**src/rtl/vca_pkg.sv**
```systemverilog
package vca_pkg;

   typedef enum logic [1:0] {
      ALLOC_SEP_IN  = 2'd0,
      ALLOC_SEP_OUT = 2'd1,
      ALLOC_WAVE    = 2'd2
   } alloc_kind_e;

   function automatic int unsigned idx_w(input int unsigned n);
      return (n > 1) ? $clog2(n) : 1;
   endfunction

endpackage

```
**src/rtl/vca_rr_arb.sv**
```systemverilog
module vca_rr_arb #(
   parameter int unsigned WIDTH = 4
) (
   input  logic             clk_i,
   input  logic             rst_ni,
   input  logic [WIDTH-1:0] req_i,
   input  logic             adv_i,
   output logic [WIDTH-1:0] gnt_o
);

   localparam int unsigned PW = vca_pkg::idx_w(WIDTH);

   logic [PW-1:0]    ptr_q;
   logic [PW-1:0]    win_idx;
   logic [WIDTH-1:0] hi_mask;
   logic [WIDTH-1:0] req_hi;
   logic [WIDTH-1:0] pick_src;

   always_comb begin
      for (int k = 0; k < WIDTH; k++) begin
         hi_mask[k] = (PW'(k) >= ptr_q);
      end
   end

   assign req_hi   = req_i & hi_mask;
   assign pick_src = (|req_hi) ? req_hi : req_i;

   always_comb begin
      gnt_o   = '0;
      win_idx = '0;
      for (int k = WIDTH - 1; k >= 0; k--) begin
         if (pick_src[k]) begin
            gnt_o    = '0;
            gnt_o[k] = 1'b1;
            win_idx  = PW'(k);
         end
      end
   end

   always_ff @(posedge clk_i or negedge rst_ni) begin
      if (!rst_ni) begin
         ptr_q <= '0;
      end else if (adv_i && (|req_i)) begin
         ptr_q <= (win_idx == PW'(WIDTH - 1)) ? '0 : win_idx + PW'(1);
      end
   end

endmodule

```
**src/rtl/vca_sep_core.sv**
```systemverilog
module vca_sep_core #(
   parameter int unsigned NUM_PORTS = 2,
   parameter int unsigned VPM       = 4,
   parameter bit          OUT_FIRST = 1'b0
) (
   input  logic                                       clk_i,
   input  logic                                       rst_ni,
   input  logic [NUM_PORTS*VPM-1:0][VPM-1:0]          req_loc_i,
   input  logic [NUM_PORTS*VPM-1:0][vca_pkg::idx_w(NUM_PORTS)-1:0] port_i,
   output logic [NUM_PORTS*VPM-1:0][VPM-1:0]          gnt_loc_o
);

   localparam int unsigned NI     = NUM_PORTS * VPM;
   localparam int unsigned NO     = NI;
   localparam int unsigned PORT_W = vca_pkg::idx_w(NUM_PORTS);

   logic [NI-1:0][VPM-1:0] in_req;
   logic [NI-1:0][VPM-1:0] in_gnt;
   logic [NI-1:0]          in_adv;
   logic [NO-1:0][NI-1:0]  out_req;
   logic [NO-1:0][NI-1:0]  out_gnt;
   logic [NO-1:0]          out_adv;

   for (genvar gi = 0; gi < NI; gi++) begin : g_in_arb
      vca_rr_arb #(.WIDTH(VPM)) u_arb (
         .clk_i  (clk_i),
         .rst_ni (rst_ni),
         .req_i  (in_req[gi]),
         .adv_i  (in_adv[gi]),
         .gnt_o  (in_gnt[gi])
      );
   end

   for (genvar go = 0; go < NO; go++) begin : g_out_arb
      vca_rr_arb #(.WIDTH(NI)) u_arb (
         .clk_i  (clk_i),
         .rst_ni (rst_ni),
         .req_i  (out_req[go]),
         .adv_i  (out_adv[go]),
         .gnt_o  (out_gnt[go])
      );
   end

   if (!OUT_FIRST) begin : g_input_first
      // stage 1: each input picks one local candidate
      assign in_req = req_loc_i;

      // stage 2: each output chooses among the inputs that picked it
      always_comb begin
         out_req = '0;
         for (int p = 0; p < NUM_PORTS; p++) begin
            for (int j = 0; j < VPM; j++) begin
               for (int i = 0; i < NI; i++) begin
                  if (port_i[i] == PORT_W'(p)) begin
                     out_req[p*VPM+j][i] = in_gnt[i][j];
                  end
               end
            end
         end
      end

      always_comb begin
         gnt_loc_o = '0;
         for (int p = 0; p < NUM_PORTS; p++) begin
            for (int j = 0; j < VPM; j++) begin
               for (int i = 0; i < NI; i++) begin
                  if (port_i[i] == PORT_W'(p)) begin
                     gnt_loc_o[i][j] = gnt_loc_o[i][j] | out_gnt[p*VPM+j][i];
                  end
               end
            end
         end
      end

      // input pointer moves only when its pick survived stage 2
      always_comb begin
         for (int i = 0; i < NI; i++) begin
            in_adv[i] = |gnt_loc_o[i];
         end
      end

      always_comb begin
         for (int o = 0; o < NO; o++) begin
            out_adv[o] = |out_req[o];
         end
      end
   end else begin : g_output_first
      // stage 1: each output offers itself to one requesting input
      always_comb begin
         out_req = '0;
         for (int p = 0; p < NUM_PORTS; p++) begin
            for (int j = 0; j < VPM; j++) begin
               for (int i = 0; i < NI; i++) begin
                  if (port_i[i] == PORT_W'(p)) begin
                     out_req[p*VPM+j][i] = req_loc_i[i][j];
                  end
               end
            end
         end
      end

      // stage 2: each input accepts one of its offers
      always_comb begin
         in_req = '0;
         for (int p = 0; p < NUM_PORTS; p++) begin
            for (int j = 0; j < VPM; j++) begin
               for (int i = 0; i < NI; i++) begin
                  if (port_i[i] == PORT_W'(p)) begin
                     in_req[i][j] = in_req[i][j] | out_gnt[p*VPM+j][i];
                  end
               end
            end
         end
      end

      assign gnt_loc_o = in_gnt;

      always_comb begin
         for (int i = 0; i < NI; i++) begin
            in_adv[i] = |in_req[i];
         end
      end

      // output pointer moves only when its offer was accepted
      always_comb begin
         out_adv = '0;
         for (int p = 0; p < NUM_PORTS; p++) begin
            for (int j = 0; j < VPM; j++) begin
               for (int i = 0; i < NI; i++) begin
                  if ((port_i[i] == PORT_W'(p)) && out_gnt[p*VPM+j][i] && in_gnt[i][j]) begin
                     out_adv[p*VPM+j] = 1'b1;
                  end
               end
            end
         end
      end
   end

endmodule

```
**src/rtl/vca_wf_core.sv**
```systemverilog
module vca_wf_core #(
   parameter int unsigned NUM_PORTS = 2,
   parameter int unsigned VPM       = 4
) (
   input  logic                                       clk_i,
   input  logic                                       rst_ni,
   input  logic [NUM_PORTS*VPM-1:0][VPM-1:0]          req_loc_i,
   input  logic [NUM_PORTS*VPM-1:0][vca_pkg::idx_w(NUM_PORTS)-1:0] port_i,
   output logic [NUM_PORTS*VPM-1:0][VPM-1:0]          gnt_loc_o
);

   localparam int unsigned N      = NUM_PORTS * VPM;
   localparam int unsigned PW     = vca_pkg::idx_w(N);
   localparam int unsigned PORT_W = vca_pkg::idx_w(NUM_PORTS);

   logic [N-1:0][N-1:0] req_m;
   logic [N-1:0][N-1:0] gnt_m;
   logic [N-1:0]        row_free;
   logic [N-1:0]        col_free;
   logic [PW-1:0]       diag_q;

   always_comb begin
      req_m = '0;
      for (int p = 0; p < NUM_PORTS; p++) begin
         for (int j = 0; j < VPM; j++) begin
            for (int i = 0; i < N; i++) begin
               if (port_i[i] == PORT_W'(p)) begin
                  req_m[i][p*VPM+j] = req_loc_i[i][j];
               end
            end
         end
      end
   end

   // diagonals swept in order, starting from the rotating priority one
   always_comb begin
      int d;
      int s;
      gnt_m    = '0;
      row_free = '1;
      col_free = '1;
      for (int k = 0; k < N; k++) begin
         d = int'(diag_q) + k;
         if (d >= int'(N)) d = d - int'(N);
         for (int i = 0; i < N; i++) begin
            for (int o = 0; o < N; o++) begin
               s = i + o;
               if (s >= int'(N)) s = s - int'(N);
               if ((s == d) && req_m[i][o] && row_free[i] && col_free[o]) begin
                  gnt_m[i][o] = 1'b1;
                  row_free[i] = 1'b0;
                  col_free[o] = 1'b0;
               end
            end
         end
      end
   end

   always_comb begin
      gnt_loc_o = '0;
      for (int p = 0; p < NUM_PORTS; p++) begin
         for (int j = 0; j < VPM; j++) begin
            for (int i = 0; i < N; i++) begin
               gnt_loc_o[i][j] = gnt_loc_o[i][j] | gnt_m[i][p*VPM+j];
            end
         end
      end
   end

   always_ff @(posedge clk_i or negedge rst_ni) begin
      if (!rst_ni) begin
         diag_q <= '0;
      end else if (|gnt_m) begin
         diag_q <= (diag_q == PW'(N - 1)) ? '0 : diag_q + PW'(1);
      end
   end

endmodule

```
**src/rtl/vca_sparse.sv**
```systemverilog
module vca_sparse #(
   parameter int unsigned          NUM_PORTS   = 2,
   parameter int unsigned          NUM_MSG     = 2,
   parameter int unsigned          VCS_PER_RES = 2,
   parameter vca_pkg::alloc_kind_e ALLOC_KIND  = vca_pkg::ALLOC_SEP_IN
) (
   input  logic                                                            clk_i,
   input  logic                                                            rst_ni,
   input  logic [NUM_PORTS*NUM_MSG*2*VCS_PER_RES-1:0]                      ivc_req_i,
   input  logic [NUM_PORTS*NUM_MSG*2*VCS_PER_RES-1:0][vca_pkg::idx_w(NUM_PORTS)-1:0] ivc_port_i,
   input  logic [NUM_PORTS*NUM_MSG*2*VCS_PER_RES-1:0]                      ivc_nonmin_i,
   input  logic [NUM_PORTS*NUM_MSG*2*VCS_PER_RES-1:0]                      ovc_busy_i,
   output logic [NUM_PORTS*NUM_MSG*2*VCS_PER_RES-1:0][2*VCS_PER_RES-1:0]   ivc_gnt_o,
   output logic [NUM_PORTS*NUM_MSG*2*VCS_PER_RES-1:0]                      ovc_claim_o
);

   localparam int unsigned NUM_RES = 2;
   localparam int unsigned VPM     = NUM_RES * VCS_PER_RES;
   localparam int unsigned VPP     = NUM_MSG * VPM;
   localparam int unsigned NUM_VC  = NUM_PORTS * VPP;
   localparam int unsigned NI      = NUM_PORTS * VPM;
   localparam int unsigned PORT_W  = vca_pkg::idx_w(NUM_PORTS);

   if (NUM_PORTS < 1) begin : g_bad_ports
      $error("vca_sparse: NUM_PORTS must be at least 1");
   end
   if (NUM_MSG < 1) begin : g_bad_msg
      $error("vca_sparse: NUM_MSG must be at least 1");
   end
   if (VCS_PER_RES < 1) begin : g_bad_vcs
      $error("vca_sparse: VCS_PER_RES must be at least 1");
   end

   logic [NUM_MSG-1:0][NI-1:0][VPM-1:0]    req_loc;
   logic [NUM_MSG-1:0][NI-1:0][PORT_W-1:0] port_loc;
   logic [NUM_MSG-1:0][NI-1:0][VPM-1:0]    gnt_loc;

   // prune each input's requests to the legal, free channels of its class
   always_comb begin
      int  g;
      int  i;
      logic free_hit;
      req_loc  = '0;
      port_loc = '0;
      for (int ip = 0; ip < NUM_PORTS; ip++) begin
         for (int m = 0; m < NUM_MSG; m++) begin
            for (int l = 0; l < VPM; l++) begin
               g = ip*VPP + m*VPM + l;
               i = ip*VPM + l;
               port_loc[m][i] = ivc_port_i[g];
               for (int j = 0; j < VPM; j++) begin
                  free_hit = 1'b0;
                  for (int tp = 0; tp < NUM_PORTS; tp++) begin
                     if ((ivc_port_i[g] == PORT_W'(tp)) && !ovc_busy_i[tp*VPP + m*VPM + j]) begin
                        free_hit = 1'b1;
                     end
                  end
                  req_loc[m][i][j] = ivc_req_i[g] && free_hit &&
                                     ((j < int'(VCS_PER_RES)) || ivc_nonmin_i[g]);
               end
            end
         end
      end
   end

   for (genvar gm = 0; gm < NUM_MSG; gm++) begin : g_msg
      if (ALLOC_KIND == vca_pkg::ALLOC_WAVE) begin : g_wf
         vca_wf_core #(
            .NUM_PORTS (NUM_PORTS),
            .VPM       (VPM)
         ) u_core (
            .clk_i     (clk_i),
            .rst_ni    (rst_ni),
            .req_loc_i (req_loc[gm]),
            .port_i    (port_loc[gm]),
            .gnt_loc_o (gnt_loc[gm])
         );
      end else begin : g_sep
         vca_sep_core #(
            .NUM_PORTS (NUM_PORTS),
            .VPM       (VPM),
            .OUT_FIRST (ALLOC_KIND == vca_pkg::ALLOC_SEP_OUT)
         ) u_core (
            .clk_i     (clk_i),
            .rst_ni    (rst_ni),
            .req_loc_i (req_loc[gm]),
            .port_i    (port_loc[gm]),
            .gnt_loc_o (gnt_loc[gm])
         );
      end
   end

   always_comb begin
      ivc_gnt_o = '0;
      for (int ip = 0; ip < NUM_PORTS; ip++) begin
         for (int m = 0; m < NUM_MSG; m++) begin
            for (int l = 0; l < VPM; l++) begin
               ivc_gnt_o[ip*VPP + m*VPM + l] = gnt_loc[m][ip*VPM + l];
            end
         end
      end
   end

   always_comb begin
      ovc_claim_o = '0;
      for (int m = 0; m < NUM_MSG; m++) begin
         for (int i = 0; i < NI; i++) begin
            for (int j = 0; j < VPM; j++) begin
               for (int tp = 0; tp < NUM_PORTS; tp++) begin
                  if (gnt_loc[m][i][j] && (port_loc[m][i] == PORT_W'(tp))) begin
                     ovc_claim_o[tp*VPP + m*VPM + j] = 1'b1;
                  end
               end
            end
         end
      end
   end

endmodule

```
**config.mk**
```make
export PLATFORM = sky130hd
export DESIGN_NAME = vca_sparse
export DESIGN_NICKNAME = d
export VERILOG_FILES = /design/src/rtl/vca_pkg.sv /design/src/rtl/vca_rr_arb.sv /design/src/rtl/vca_sep_core.sv /design/src/rtl/vca_wf_core.sv /design/src/rtl/vca_sparse.sv
export SDC_FILE = /design/constraint.sdc
export NUM_CORES = 1
export LEC_CHECK = 0
export BUFFER_PORTS_ARGS = -buffer_cell sky130_fd_sc_hd__buf_2
export CORE_MARGIN = 4
export CORE_UTILIZATION = 50
export DETAILED_ROUTE_END_ITERATION = 10
export GPL_TIMING_DRIVEN = 0
export MAX_ROUTING_LAYER = met4
export PLACE_DENSITY = 0.69
export SYNTH_ARGS = -nofsm -noshare
export SYNTH_HDL_FRONTEND = slang
export SYNTH_SLANG_ARGS = --single-unit
```
**constraint.sdc**
```tcl
create_clock -name clk_i -period 4.8 [get_ports clk_i]
set_input_delay 0.48 -clock clk_i [delete_from_list [all_inputs] [get_ports clk_i]]
set_output_delay 0.48 -clock clk_i [all_outputs]
set_load 0.05 [all_outputs]
```
; Word level (Yosys, flattened, before mapping)
; Cells that the tools add are included.
[word_totals]
ff_bits = 80
latch_bits = 0
mem_bits_rw = 0
mem_bits_ro = 0
in_bits = 66
n_memories = 0
[op_classes]
addsub = 32
n_mul = 0
div_mod_pow = 0
magnitude_cmp = 192
n_eq_ne = 32
shift = 0
muxes = 960
n_bitwise = 112
n_reduce_logical = 464
[op_table]
columns = op, count
row1 = two-way mux 8 bit, 144
row2 = two-way mux 1 bit, 512
row3 = two-way mux 3 bit, 144
row4 = logical AND 1 bit, 368
row5 = two-way mux 4 bit, 80
row6 = OR reduction 8 bit, 32
row7 = ">= comparator 3 bit, first input constant", 64
row8 = OR reduction 4 bit, 48
row9 = two-way mux 2 bit, 80
row10 = AND 8 bit, 16
row11 = ">= comparator 1 x 3 -> 1 bit, first input constant", 32
row12 = ">= comparator 2 x 3 -> 1 bit, first input constant", 32
row13 = AND 4 bit, 16
row14 = ">= comparator 1 x 2 -> 1 bit, first input constant", 32
row15 = ">= comparator 2 bit, first input constant", 32
row16 = OR 1 bit, 64
row17 = "adder 3 x 1 -> 3 bit, second input constant", 16
row18 = "equality test 3 bit, second input constant", 16
row19 = "adder 2 x 1 -> 2 bit, second input constant", 16
row20 = "equality test 2 bit, second input constant", 16
row21 = zero test 1 bit, 16
row22 = NOT 1 bit, 16

; Longest topological paths before layout
[logic_depth]
depth_word = 37
depth_mapped = 17

; Cells and area by module
; Synthesis repeated with hierarchy kept, for this count alone.
[unflattened]
hier_cells = 2355
hier_area_um2 = 17100.2
[by_module_without_submodules]
columns = module, instances, cells_each, area_each_um2
row1 = vca_rr_arb (g_msg[0].g_sep.u_core.g_out_arb[0].u_arb ...), 15, 77, 569.3
row2 = vca_rr_arb (g_msg[0].g_sep.u_core.g_in_arb[0].u_arb ...), 16, 34, 251.5
row3 = vca_sep_core, 2, 136, 1044.8
row4 = vca_sparse, 1, 312, 1921.8
row5 = vca_rr_arb (g_msg[1].g_sep.u_core.g_out_arb[7].u_arb), 1, 72, 525.5

; Worst setup path before layout
; OpenSTA, ideal clock, no wires.
[synth_path]
path_kind = input port to flip-flop
startpoint = input ivc_port_i[0] (netlist name)
endpoint = register g_msg[0].g_sep.u_core.g_in_arb[5].u_arb.ptr_q[1]
setup_time_ns = 0.125
t_arrival_ns = 4.384
slack_ns = 0.291
path_stages = 12
n_path_buf = 1
path_cell_list = buf_2 > mux2_2 > o31a_1 > o211ai_1 > o31ai_1 > nor4b_4 > nand2_1 > a31o_2 > o32ai_1 > or2_1 > nor3_1 > mux2_2
[synth_lines]
columns = element, line
row1 = from (decl), vca_sparse.sv:10  ; input logic [NUM_PORTS*NUM_MSG*2*VCS_PER_RES-1:0][vca_pkg::idx_w(NUM_PORTS)-1:0] ivc_port_i,
row2 = to (signal assigned), vca_rr_arb.sv:44  ; ptr_q <= (win_idx == PW'(WIDTH - 1)) ? '0 : win_idx + PW'(1);
row3 = to (decl), vca_rr_arb.sv:13  ; logic [PW-1:0] ptr_q;

==> out/results.txt <==
Final setup fails = 0
Final #Nets = 2302
Max_slew headroom = -7.21%
Worst slew pin tran = 1.59 ns
Num rows = 62
Fin util = 57.2%
Skew final = 0.0128 ns
Commonest register cell after synthesis = dfrtp_1
Status = finished with violations
Cts bufs inserted = 9
Post-Syn Instances = 2063
MaxCap Viol Count = 1
Hold crit path type = in -> async
Initial Util = 51.1%
Drt first pass iters = 6
Worst Setup Path Type = in -> out
Total grt overflow = 0
Syn_area_per_cell = 7.17 um^2
Drt wl/cell = 24.1 um
First-pass GRT wire length = 96400 um
Yosys cell types = 116
HPWL after detailed placement = 50500 um
Synthesis-stage register bit count = 80
WP data required = 4.32 ns
DRT iter0 DRCs = 2485
Fmax = 0.209 GHz
Worst-path clk slew = 0.08 ns
Clk buf depth = 2
Drt total wl = 62700 um
Largest net degree at the start of global routing = 45
CTS tree = done
Post-route DRC = 0
CP Launch Type = primary input
Post-CTS Setup Bufs = 0
Die area = 32400 um^2
Total number of vias = 18.3k
Crit path capture type = primary output
Final Critical Period = 4.78 ns
Seq/Total Area, Yosys = 13.5%
Routability-driven placement congestion ratio = 1.08
Root Driver = clkbuf_16
Io pins = 146
Synth Cell Area = 14800 um^2
Most common cell after layout, fill and taps aside = nand2_1
Most frequent cells in the layout = 204 x nand2_1, 162 x buf_2, 156 x nor2_1
Area growth syn-to-layout = 11.8%
Clk sinks = 80
Pleak = 6.98 nW
Port bufs = 127
Number of synthesized flops with an enable pin = 0
CTS H-tree depth = 3
Crit share post-route = 99.6%
Hold Fails Final Rpt = 0
Post-route antenna net violation count = 0
# hold bufs at CTS = 0
Crit-path max FO = 10
Power density over the cells = 447 nW/um^2
RSZ-0062 raised after global routing = yes
Pre-CTS setup slack = -0.286 ns
Final instance area = 16500 um^2
Clock latency on the worst-skew pair = 0.39 ns
Worst VDD drop = 413 uV
Area post-placement = 16000 um^2
Final worst slack = 0.0187 ns
Final Slew Violations = 5
Synth warnings = 0
Failing checks = capacitance limit, slew limit
CORE AREA = 28900 um^2
Critical path data arrival time = 4.30 ns
Chip width = 180 um
Chip Height = 180 um
Drt via density = 7.03
Total GRT Usage = 37.9%
Async SR Flop Fraction = 100%
Setup TNS Final = 0 ns
Vias in the first global route = 16.5k
Syn nets = 2161
Initial antenna violation count = 5
Share of cells above drive strength 1 = 17.6%
synth_stat cells, drive strengths merged, types with 41 or more instances:
cell	instances	share of area, %
a21oi	140	4.8
and2	45	1.9
buf	55	2.2
clkbuf	73	1.9
dfrtp	80	14
inv	97	2.5
mux2	62	4.9
mux2i	58	4.3
nand2	205	5.2
nand2b	48	2.0
nand3	66	2.2
nor2	156	4.0
nor3	70	2.5
o211ai	41	2.1
o21ai	139	4.7
metal layers:
metal	global-route usage [%]	up-vias	share of wire, %
li1	-	8249	-
met1	53.3	8729	42
met4	12.1	0	3.8
met5	-	-	0
met3	9.39	150	13
met2	53.6	1139	41
timing repair:
item                       in CTS  in global routing
hold endpoints to repair        0                  0
resized for setup              10                 30
setup endpoints to repair      14                 41
pin swaps                       0                  1
flip-flops by register name (all words and copies together) (netlist names):
signal / count
g_msg.g_sep.u_core.g_in_arb.u_arb.ptr_q: 32
g_msg.g_sep.u_core.g_out_arb.u_arb.ptr_q: 48
final cells by class:
cell class	count	area, um^2
buffer	128	608
inverter	97	364
antenna	4	10.0
sequential	80	2000
clock buffer	10	239
timing repair buffer	130	681
multi-input combinational	1758	12000
fill	2792	12400
tap	384	480
clock inverter	6	115
power breakdown:
group	switching [mW]	total [mW]	internal (mW)
logic	3.44	5.15	1.71
clock network	0.383	0.911	0.528
registers	0.336	1.33	0.990
total	4.16	7.39	3.23
through the flow:
step	instances	hold slack (ns)	power [mW]
final	2597	0.0668	7.39
after global routing	2597	0.105	7.90
after CTS	2593	0.0950	7.20
after detailed placement	2577	0.513	6.25
after global placement	2574	0.571	6.18
after floorplan	2063	0.184	5.00
path summary, 6_finish.rpt:
kind,from,end,slack [ns],cells after the start
worst max-delay path,ivc_port_i[12],ivc_gnt_o[62],0.02,13
worst min-delay path,rst_ni,g_msg[1].g_sep.u_core.g_in_arb[7].u_arb.ptr_q[0],0.07,1
worst max register to register,g_msg[1].g_sep.u_core.g_in_arb[7].u_arb.ptr_q[1],flip-flop,0.42,15
worst min register to register,g_msg[1].g_sep.u_core.g_in_arb[2].u_arb.ptr_q[0],g_msg[1].g_sep.u_core.g_in_arb[2].u_arb.ptr_q[0],0.60,2
max in group asynchronous,rst_ni,g_msg[0].g_sep.u_core.g_in_arb[7].u_arb.ptr_q[1],4.05,2
min in group clk_i,g_msg[1].g_sep.u_core.g_in_arb[2].u_arb.ptr_q[0],g_msg[1].g_sep.u_core.g_in_arb[2].u_arb.ptr_q[0],0.60,2
critical path: stages:
cell and delay [ns]:
buf_2 0.14, buf_2 0.32, mux2i_1 0.55, a2111oi_2 0.16
nor3_1 0.75, nor4b_1 0.13, a2bb2oi_1 0.20, a21oi_2 0.21
buf_2 0.24, a22o_1 0.39, o32a_1 0.44, inv_1 0.07
buf_2 0.22
kinds of logic (layout without fill, tap and decap cells):
| group | after synthesis | in the layout | synth area share [%] |
|---|---|---|---|
| adders and majority gates | 33 | 33 | 2.77 |
| and+or+nand+nor | 811 | 811 | 28.4 |
| muxes | 120 | 120 | 9.20 |
| buffers and inverters | 225 | 371 | 6.56 |
| DFF | 80 | 80 | 13.5 |
| other | 0 | 4 | 0 |
| AOI/OAI and AO/OA | 794 | 794 | 39.5 |
Note: power is estimated with default switching activity, not from simulation.
